**src/rtl/blk_dispatch_pkg.sv**
```systemverilog
package blk_dispatch_pkg;

  typedef enum logic [1:0] {
    ST_IDLE  = 2'd0,
    ST_ISSUE = 2'd1,
    ST_DRAIN = 2'd2
  } dispState_e;

  // strobes from control to datapath
  typedef struct packed {
    logic load;     // capture a valid launch, clear counters
    logic issueEn;  // hand out the current block if a slot fits
  } dispCtrl_t;

  // status from datapath to control
  typedef struct packed {
    logic launchBad;  // launch inputs describe an unrunnable grid
    logic slotFound;  // some slot can take the current block
    logic lastBlock;  // current coordinates are the final block
    logic allDone;    // completions equal grid size
  } dispStat_t;

endpackage

```
**src/rtl/blk_dispatch_slot.sv**
```systemverilog
module blk_dispatch_slot #(
  parameter int SM_THREAD_CAP = 256,
  parameter int THR_W         = 9,
  parameter int RES_W         = 9
) (
  input  logic             clk,
  input  logic             rstN,
  input  logic             slotReady,
  input  logic             grantIn,
  input  logic             doneIn,
  input  logic [THR_W-1:0] blkThreads,
  output logic             fits,
  output logic             doneOk
);

  logic [RES_W-1:0] resident;
  logic [RES_W:0]   sumWide;
  logic [RES_W-1:0] thrRes;

  assign thrRes  = RES_W'(blkThreads);
  assign sumWide = {1'b0, resident} + {1'b0, thrRes};
  assign fits    = slotReady && (sumWide <= (RES_W+1)'(SM_THREAD_CAP));
  assign doneOk  = doneIn && (resident != '0);

  always_ff @(posedge clk) begin
    if (!rstN) begin
      resident <= '0;
    end else begin
      resident <= resident + (grantIn ? thrRes : '0) - (doneOk ? thrRes : '0);
    end
  end

endmodule

```
**src/rtl/blk_dispatch_dp.sv**
```systemverilog
module blk_dispatch_dp
  import blk_dispatch_pkg::*;
#(
  parameter int SM_COUNT      = 4,
  parameter int LANES         = 32,
  parameter int SM_THREAD_CAP = 256,
  parameter int DIM_W         = 4,
  parameter int THR_W         = 9,
  parameter int WARP_W        = 4
) (
  input  logic                clk,
  input  logic                rstN,
  input  dispCtrl_t           ctrl,
  output dispStat_t           stat,
  input  logic [DIM_W-1:0]    launchGridX,
  input  logic [DIM_W-1:0]    launchGridY,
  input  logic [DIM_W-1:0]    launchGridZ,
  input  logic [THR_W-1:0]    launchThreads,
  input  logic [SM_COUNT-1:0] dispReady,
  input  logic [SM_COUNT-1:0] blkDone,
  output logic [SM_COUNT-1:0] dispValid,
  output logic [DIM_W-1:0]    dispBlkX,
  output logic [DIM_W-1:0]    dispBlkY,
  output logic [DIM_W-1:0]    dispBlkZ,
  output logic [WARP_W-1:0]   dispWarps,
  output logic [LANES-1:0]    dispMask
);

  localparam int TOT_W  = 3 * DIM_W;
  localparam int LANE_W = $clog2(LANES);
  localparam int RES_W  = $clog2(SM_THREAD_CAP + 1);

  // captured launch shape
  logic [DIM_W-1:0]  gx, gy, gz;
  logic [THR_W-1:0]  tpb;
  logic [WARP_W-1:0] warpsReg;
  logic [LANES-1:0]  maskReg;
  logic [TOT_W-1:0]  totalBlk;

  // walk state
  logic [DIM_W-1:0]  cx, cy, cz;
  logic [TOT_W-1:0]  doneCnt;

  // derived from launch inputs
  logic [THR_W:0]    thrRound;
  logic [WARP_W-1:0] warpsNew;
  logic [LANE_W-1:0] remLanes;
  logic [LANES-1:0]  maskNew;
  logic              badThr, badDim;

  // slot interface
  logic [SM_COUNT-1:0] fitsVec;
  logic [SM_COUNT-1:0] doneOkVec;
  logic [SM_COUNT-1:0] grant;
  logic                found;
  logic                advance;
  logic [TOT_W-1:0]    doneInc;

  assign thrRound = {1'b0, launchThreads} + (THR_W+1)'(LANES - 1);
  assign warpsNew = WARP_W'(thrRound / (THR_W+1)'(LANES));
  assign remLanes = LANE_W'(launchThreads % THR_W'(LANES));

  always_comb begin
    for (int i = 0; i < LANES; i++) begin
      maskNew[i] = (remLanes == '0) || (i < int'(remLanes));
    end
  end

  assign badThr = (launchThreads == '0) ||
                  ({1'b0, launchThreads} > (THR_W+1)'(SM_THREAD_CAP));
  assign badDim = (launchGridX == '0) || (launchGridY == '0) || (launchGridZ == '0);

  // per-slot residency trackers
  genvar s;
  generate
    for (s = 0; s < SM_COUNT; s++) begin : gSlot
      blk_dispatch_slot #(
        .SM_THREAD_CAP(SM_THREAD_CAP),
        .THR_W        (THR_W),
        .RES_W        (RES_W)
      ) uSlot (
        .clk       (clk),
        .rstN      (rstN),
        .slotReady (dispReady[s]),
        .grantIn   (dispValid[s]),
        .doneIn    (blkDone[s]),
        .blkThreads(tpb),
        .fits      (fitsVec[s]),
        .doneOk    (doneOkVec[s])
      );
    end
  endgenerate

  // lowest-numbered fitting slot wins
  always_comb begin
    grant = '0;
    found = 1'b0;
    for (int i = 0; i < SM_COUNT; i++) begin
      if (!found && fitsVec[i]) begin
        grant[i] = 1'b1;
        found    = 1'b1;
      end
    end
  end

  assign dispValid = ctrl.issueEn ? grant : '0;
  assign advance   = ctrl.issueEn && found;

  always_comb begin
    doneInc = '0;
    for (int i = 0; i < SM_COUNT; i++) begin
      doneInc = doneInc + TOT_W'(doneOkVec[i]);
    end
  end

  always_ff @(posedge clk) begin
    if (!rstN) begin
      gx       <= '0;
      gy       <= '0;
      gz       <= '0;
      tpb      <= '0;
      warpsReg <= '0;
      maskReg  <= '0;
      totalBlk <= '0;
      cx       <= '0;
      cy       <= '0;
      cz       <= '0;
      doneCnt  <= '0;
    end else if (ctrl.load) begin
      gx       <= launchGridX;
      gy       <= launchGridY;
      gz       <= launchGridZ;
      tpb      <= launchThreads;
      warpsReg <= warpsNew;
      maskReg  <= maskNew;
      totalBlk <= TOT_W'(launchGridX) * TOT_W'(launchGridY) * TOT_W'(launchGridZ);
      cx       <= '0;
      cy       <= '0;
      cz       <= '0;
      doneCnt  <= '0;
    end else begin
      doneCnt <= doneCnt + doneInc;
      if (advance) begin
        if (cx == gx - 1'b1) begin
          cx <= '0;
          if (cy == gy - 1'b1) begin
            cy <= '0;
            cz <= cz + 1'b1;
          end else begin
            cy <= cy + 1'b1;
          end
        end else begin
          cx <= cx + 1'b1;
        end
      end
    end
  end

  assign dispBlkX  = cx;
  assign dispBlkY  = cy;
  assign dispBlkZ  = cz;
  assign dispWarps = warpsReg;
  assign dispMask  = maskReg;

  assign stat.launchBad = badThr || badDim;
  assign stat.slotFound = found;
  assign stat.lastBlock = (cx == gx - 1'b1) && (cy == gy - 1'b1) && (cz == gz - 1'b1);
  assign stat.allDone   = (doneCnt == totalBlk);

endmodule

```
**src/rtl/blk_dispatch_ctrl.sv**
```systemverilog
module blk_dispatch_ctrl
  import blk_dispatch_pkg::*;
(
  input  logic      clk,
  input  logic      rstN,
  input  logic      launchValid,
  input  dispStat_t stat,
  output dispCtrl_t ctrl,
  output logic      launchReady,
  output logic      launchErr,
  output logic      gridDone
);

  dispState_e state, nextState;
  logic       takeLaunch;

  assign launchReady = (state == ST_IDLE);
  assign takeLaunch  = launchReady && launchValid;

  always_comb begin
    ctrl      = '0;
    nextState = state;
    unique case (state)
      ST_IDLE: begin
        if (takeLaunch && !stat.launchBad) begin
          ctrl.load = 1'b1;
          nextState = ST_ISSUE;
        end
      end
      ST_ISSUE: begin
        ctrl.issueEn = 1'b1;
        if (stat.slotFound && stat.lastBlock) nextState = ST_DRAIN;
      end
      ST_DRAIN: begin
        if (stat.allDone) nextState = ST_IDLE;
      end
      default: nextState = ST_IDLE;
    endcase
  end

  always_ff @(posedge clk) begin
    if (!rstN) begin
      state     <= ST_IDLE;
      launchErr <= 1'b0;
      gridDone  <= 1'b0;
    end else begin
      state <= nextState;
      if (takeLaunch) begin
        launchErr <= stat.launchBad;
        gridDone  <= 1'b0;
      end else if (state == ST_DRAIN && stat.allDone) begin
        gridDone <= 1'b1;
      end
    end
  end

endmodule

```
**src/rtl/blk_dispatch.sv**
```systemverilog
module blk_dispatch
  import blk_dispatch_pkg::*;
#(
  parameter int SM_COUNT      = 4,
  parameter int LANES         = 32,
  parameter int SM_THREAD_CAP = 256,
  parameter int DIM_W         = 4,
  parameter int THR_W         = 9,
  parameter int WARP_W        = $clog2(SM_THREAD_CAP / LANES + 1)
) (
  input  logic                clk,
  input  logic                rstN,
  input  logic                launchValid,
  output logic                launchReady,
  input  logic [DIM_W-1:0]    launchGridX,
  input  logic [DIM_W-1:0]    launchGridY,
  input  logic [DIM_W-1:0]    launchGridZ,
  input  logic [THR_W-1:0]    launchThreads,
  output logic                launchErr,
  output logic [SM_COUNT-1:0] dispValid,
  input  logic [SM_COUNT-1:0] dispReady,
  output logic [DIM_W-1:0]    dispBlkX,
  output logic [DIM_W-1:0]    dispBlkY,
  output logic [DIM_W-1:0]    dispBlkZ,
  output logic [WARP_W-1:0]   dispWarps,
  output logic [LANES-1:0]    dispMask,
  input  logic [SM_COUNT-1:0] blkDone,
  output logic                gridDone
);

  dispCtrl_t ctrl;
  dispStat_t stat;

  blk_dispatch_ctrl uCtrl (
    .clk        (clk),
    .rstN       (rstN),
    .launchValid(launchValid),
    .stat       (stat),
    .ctrl       (ctrl),
    .launchReady(launchReady),
    .launchErr  (launchErr),
    .gridDone   (gridDone)
  );

  blk_dispatch_dp #(
    .SM_COUNT     (SM_COUNT),
    .LANES        (LANES),
    .SM_THREAD_CAP(SM_THREAD_CAP),
    .DIM_W        (DIM_W),
    .THR_W        (THR_W),
    .WARP_W       (WARP_W)
  ) uDp (
    .clk          (clk),
    .rstN         (rstN),
    .ctrl         (ctrl),
    .stat         (stat),
    .launchGridX  (launchGridX),
    .launchGridY  (launchGridY),
    .launchGridZ  (launchGridZ),
    .launchThreads(launchThreads),
    .dispReady    (dispReady),
    .blkDone      (blkDone),
    .dispValid    (dispValid),
    .dispBlkX     (dispBlkX),
    .dispBlkY     (dispBlkY),
    .dispBlkZ     (dispBlkZ),
    .dispWarps    (dispWarps),
    .dispMask     (dispMask)
  );

endmodule

```
**config.mk**
```make
export PLATFORM = sky130hd
export DESIGN_NAME = blk_dispatch
export DESIGN_NICKNAME = d
export VERILOG_FILES = /design/src/rtl/blk_dispatch_pkg.sv /design/src/rtl/blk_dispatch_slot.sv /design/src/rtl/blk_dispatch_dp.sv /design/src/rtl/blk_dispatch_ctrl.sv /design/src/rtl/blk_dispatch.sv
export SDC_FILE = /design/constraint.sdc
export NUM_CORES = 1
export LEC_CHECK = 0
export CAP_MARGIN = 20
export CORE_MARGIN = 5
export CORE_UTILIZATION = 50
export DETAILED_ROUTE_END_ITERATION = 16
export PLACE_DENSITY = 0.71
export SLEW_MARGIN = 20
export SYNTH_ARGS = -nofsm -noshare
export SYNTH_HDL_FRONTEND = slang
export SYNTH_SLANG_ARGS = --single-unit
export TNS_END_PERCENT = 100
```
**constraint.sdc**
```tcl
create_clock -name clk -period 20.2 [get_ports clk]
set_input_delay 6.06 -clock clk [delete_from_list [all_inputs] [get_ports clk]]
set_output_delay 6.06 -clock clk [all_outputs]
set_load 0.01 [all_outputs]
```
==> summary.txt <==
synthesized area per cell: 8.28 um2
worst min-delay path category: flip-flop to flip-flop
layout overhead on the synthesized area: 14.9%
Sequential Power Share: 0.254
CP max-delay cell: nor3_1
Worst Setup End Kind: output port
initial antenna violation count: 0
Synth cell types: 67
CTS sink cnt: 133
Post-Synthesis Cells: 1353
CTS clk-pin slew, worst paths: 60 ps
Tot GR Track Use: 0.204
I/O pin total: 87
GRT overflow: 0
RR Startpoint: uDp.tpb[1]$_SDFFE_PN0P_
ys async rst share: 0
post-synthesis sequential area ratio: 0.238
fill count: 1955
Setup CP Type: primary input to output port
CP arrival: 8820 ps
wirelength, routed: 25.4 mm
Min-Delay Startpoint: uDp.dispMask[2]$_SDFFE_PN0P_
Worst Max-Slew Pin Slew: 967 ps
R2R setup slack: 13330 ps
first-pass GRT wire length: 44.1 mm
Psw: 507 uW
Place WS: 5320 ps
RSZ-0062 raised after global routing: false
Slowest Stage Delay on Critical Path: 870 ps
layout cells sized above 1: 0.0409
fmax: 67.2 MHz
Vias/cell: 5.40
most frequently used flop master after synthesis: dfxtp_1
DIE WIDTH: 160 um
Hold Crit Depth: 2
crit start category: primary input
R2R cell count: 20
worst setup margin: 5320 ps
die height: 160 um
Rows: 54
DR pass1 iterations: 5
syn nets: 1550
Post-Syn Area: 11200 um2
Routed WL per cell: 15.0 um
Hold-fix buffers, CTS: 0
number of synthesized flops with an enable pin: 0
Tmin final: 14880 ps
Final Net Count: 1602
Final period util: 0.737
Via Count: 9173
Leak: 0.00589 uW
starting density of the core: 0.510
Final Hold Vio Count: 0
CTS tree: built
number of routed nets with antenna violations: 0
Pins Over Slew Limit: 0
total CTS buffers: 17
die area: 25500 um2
n_diodes: 0
endpoints failing setup: 0
PortBufs: 86
Longest Clk Path Bufs: 2
fin cells: 1698
hold path endpoint: uDp.dispMask[2]$_SDFFE_PN0P_
core area: 22000 um2
TNS Setup: 0 ps
HPWL after DPL: 19.0 mm
DRC viols: 0
Synth warnings: 0
Synth Register Bits: 133
P_int: 823 uW
Slew headroom: 0.350
Power Dens Cells: 103 nW/um2
crit path max fanout: 9
status: complete, no violations
H-tree Lvls: 4
CP Data Required Time: 14140 ps
post-route clock skew: 11.8 ps
Worst-Skew Late Latency: 430 ps
postcts setup bufs: 0
gp weighted congestion: 0.893
maximum vdd drop: 0.0729 mV
clock share of power: 0.260
Power Total: 1330 uW
vias in the first global route: 9043
Root Driver: clkbuf_16
Placed Cells: 1666
max-cap check violation count: 0
largest net degree at the start of global routing: 91
sw frac: 0.381
reg2reg end: uDp.gSlot[2].uSlot.resident[8]$_SDFF_PN0_
post_cts resized: 0
initial DRC count: 348
combinational share of power: 0.486
CP cell instances: clkdlybuf4s50_1, inv_1, nor3_1, or4b_1, a211o_1, nand3_1, nor3_1, clkdlybuf4s50_1
-- logic make-up (layout without fill, tap and decap cells) --
group,count (synthesis),count (layout),share of synthesized area
AND/OR/NAND/NOR,453,453,0.208
AO/OA/AOI/OAI,275,275,0.176
XOR/XNOR,94,94,0.0734
buffers and inverters,225,290,0.0774
multiplexers,8,8,0.00714
adder cells (fa/ha/maj),165,165,0.220
flip-flops,133,133,0.238
-- area by class of cell --
| cell class | instances | area [um2] | area share |
|---|---|---|---|
| clock buffers | 18 | 439 | 0.0341 |
| clock inverters | 14 | 211 | 0.0164 |
| inverters | 164 | 616 | 0.0478 |
| multi-input cells | 995 | 7690 | 0.597 |
| flip-flops and latches | 133 | 2660 | 0.207 |
| well taps | 280 | 350 | 0.0272 |
| repair buffers | 94 | 916 | 0.0711 |
-- routing by layer --
layer	up-vias	GRT usage	part of all wire	wire length, um
met2	177	0.321	0.45	11400
met1	4283	0.286	0.48	12200
met3	30	0.0454	0.053	1360
met4	0	0.0536	0.017	439
li1	4683	-	-	-
met5	-	0	0	0
-- Yosys cell counts, types with 16 or more instances --
| cell type | number | area, um2 |
|---|---|---|
| a21boi_0 | 35 | 263 |
| a21o_1 | 19 | 143 |
| a21oi_1 | 60 | 300 |
| and2_1 | 99 | 619 |
| clkbuf_1 | 55 | 206 |
| dfxtp_1 | 133 | 2660 |
| fa_1 | 54 | 1080 |
| ha_1 | 111 | 1390 |
| inv_1 | 164 | 616 |
| nand2_1 | 151 | 567 |
| nand3_1 | 40 | 200 |
| nor2_1 | 44 | 165 |
| nor2b_1 | 18 | 113 |
| nor3_1 | 22 | 110 |
| nor4_1 | 16 | 100 |
| o211a_1 | 28 | 280 |
| o21ai_0 | 30 | 150 |
| o21bai_1 | 18 | 135 |
| xnor2_1 | 56 | 490 |
| xor2_1 | 38 | 333 |
-- power by group through the flow --
stage | sequential [uW] | combinational [uW] | clock (uW)
final | 338 | 646 | 346
after global routing | 343 | 741 | 364
after CTS | 338 | 649 | 351
after detailed placement | 343 | 640 | 0
after global placement | 342 | 622 | 0
after floorplan | 332 | 520 | 0
-- stage by stage --
stage	util	area (um2)	hold slack, ps
after floorplan	-	11200	453
final	0.587	12900	470
after detailed placement	0.557	12200	458
after CTS	0.586	12900	475
after global routing	0.587	12900	502
after global placement	0.557	12200	451
-- worst max-delay path, delay by kind of cell --
kind                   cells  cell delay, ps
buffers and inverters      3            1200
AND/OR/NAND/NOR            4            1380
AO/OA/AOI/OAI              1             160
-- state kept, by name, indices dropped and copies added (netlist names), 9 cells and up --
register                  count
uDp.doneCnt                  12
uDp.dispMask                 32
uDp.totalBlk                 12
uDp.tpb                       9
uDp.gSlot.uSlot.resident     36
-- cells in the final DEF, fill, tap and decap left out, types with 5 or more instances in the layout --
cell type and n:
inv_1 164, nand2_1 150, dfxtp_1 133, ha_1 111, and2_1 98, clkdlybuf4s50_1 85, a21oi_1 60, xnor2_1 56
fa_1 54, nor2_1 44, nand3_1 40, xor2_1 38, a21boi_0 35, o21ai_0 30, o211a_1 28, nor3_1 22
a21o_1 19, o21bai_1 18, nor2b_1 18, clkbuf_16 17, nor4_1 15, a211oi_1 13, and3_1 12, nand2b_1 11
o211ai_1 10, or3_1 9, mux2i_1 8, buf_4 8, o22ai_1 7, a2111oi_0 6, nor3b_1 6, a41oi_1 5
nand3b_1 5, a31oi_1 5, o21a_1 5, nand4_1 5, inv_6 5
-- worst max path at each step --
| stage | from | end | slack, ps | cells after the start |
|---|---|---|---|---|
| 2_1_floorplan | dispReady[0] | dispValid[2] | 6560 | 7 |
| 3_3_place_gp | dispReady[0] | dispValid[2] | 5420 | 8 |
| 3_5_place_dp | dispReady[0] | dispValid[2] | 5320 | 8 |
| 4_1_cts | dispReady[0] | dispValid[2] | 5310 | 8 |
| 5_1_grt | dispReady[0] | dispValid[2] | 5100 | 8 |
| 6_report | dispReady[0] | dispValid[2] | 5320 | 8 |
No activity file was read; power rests on OpenSTA's default activity.
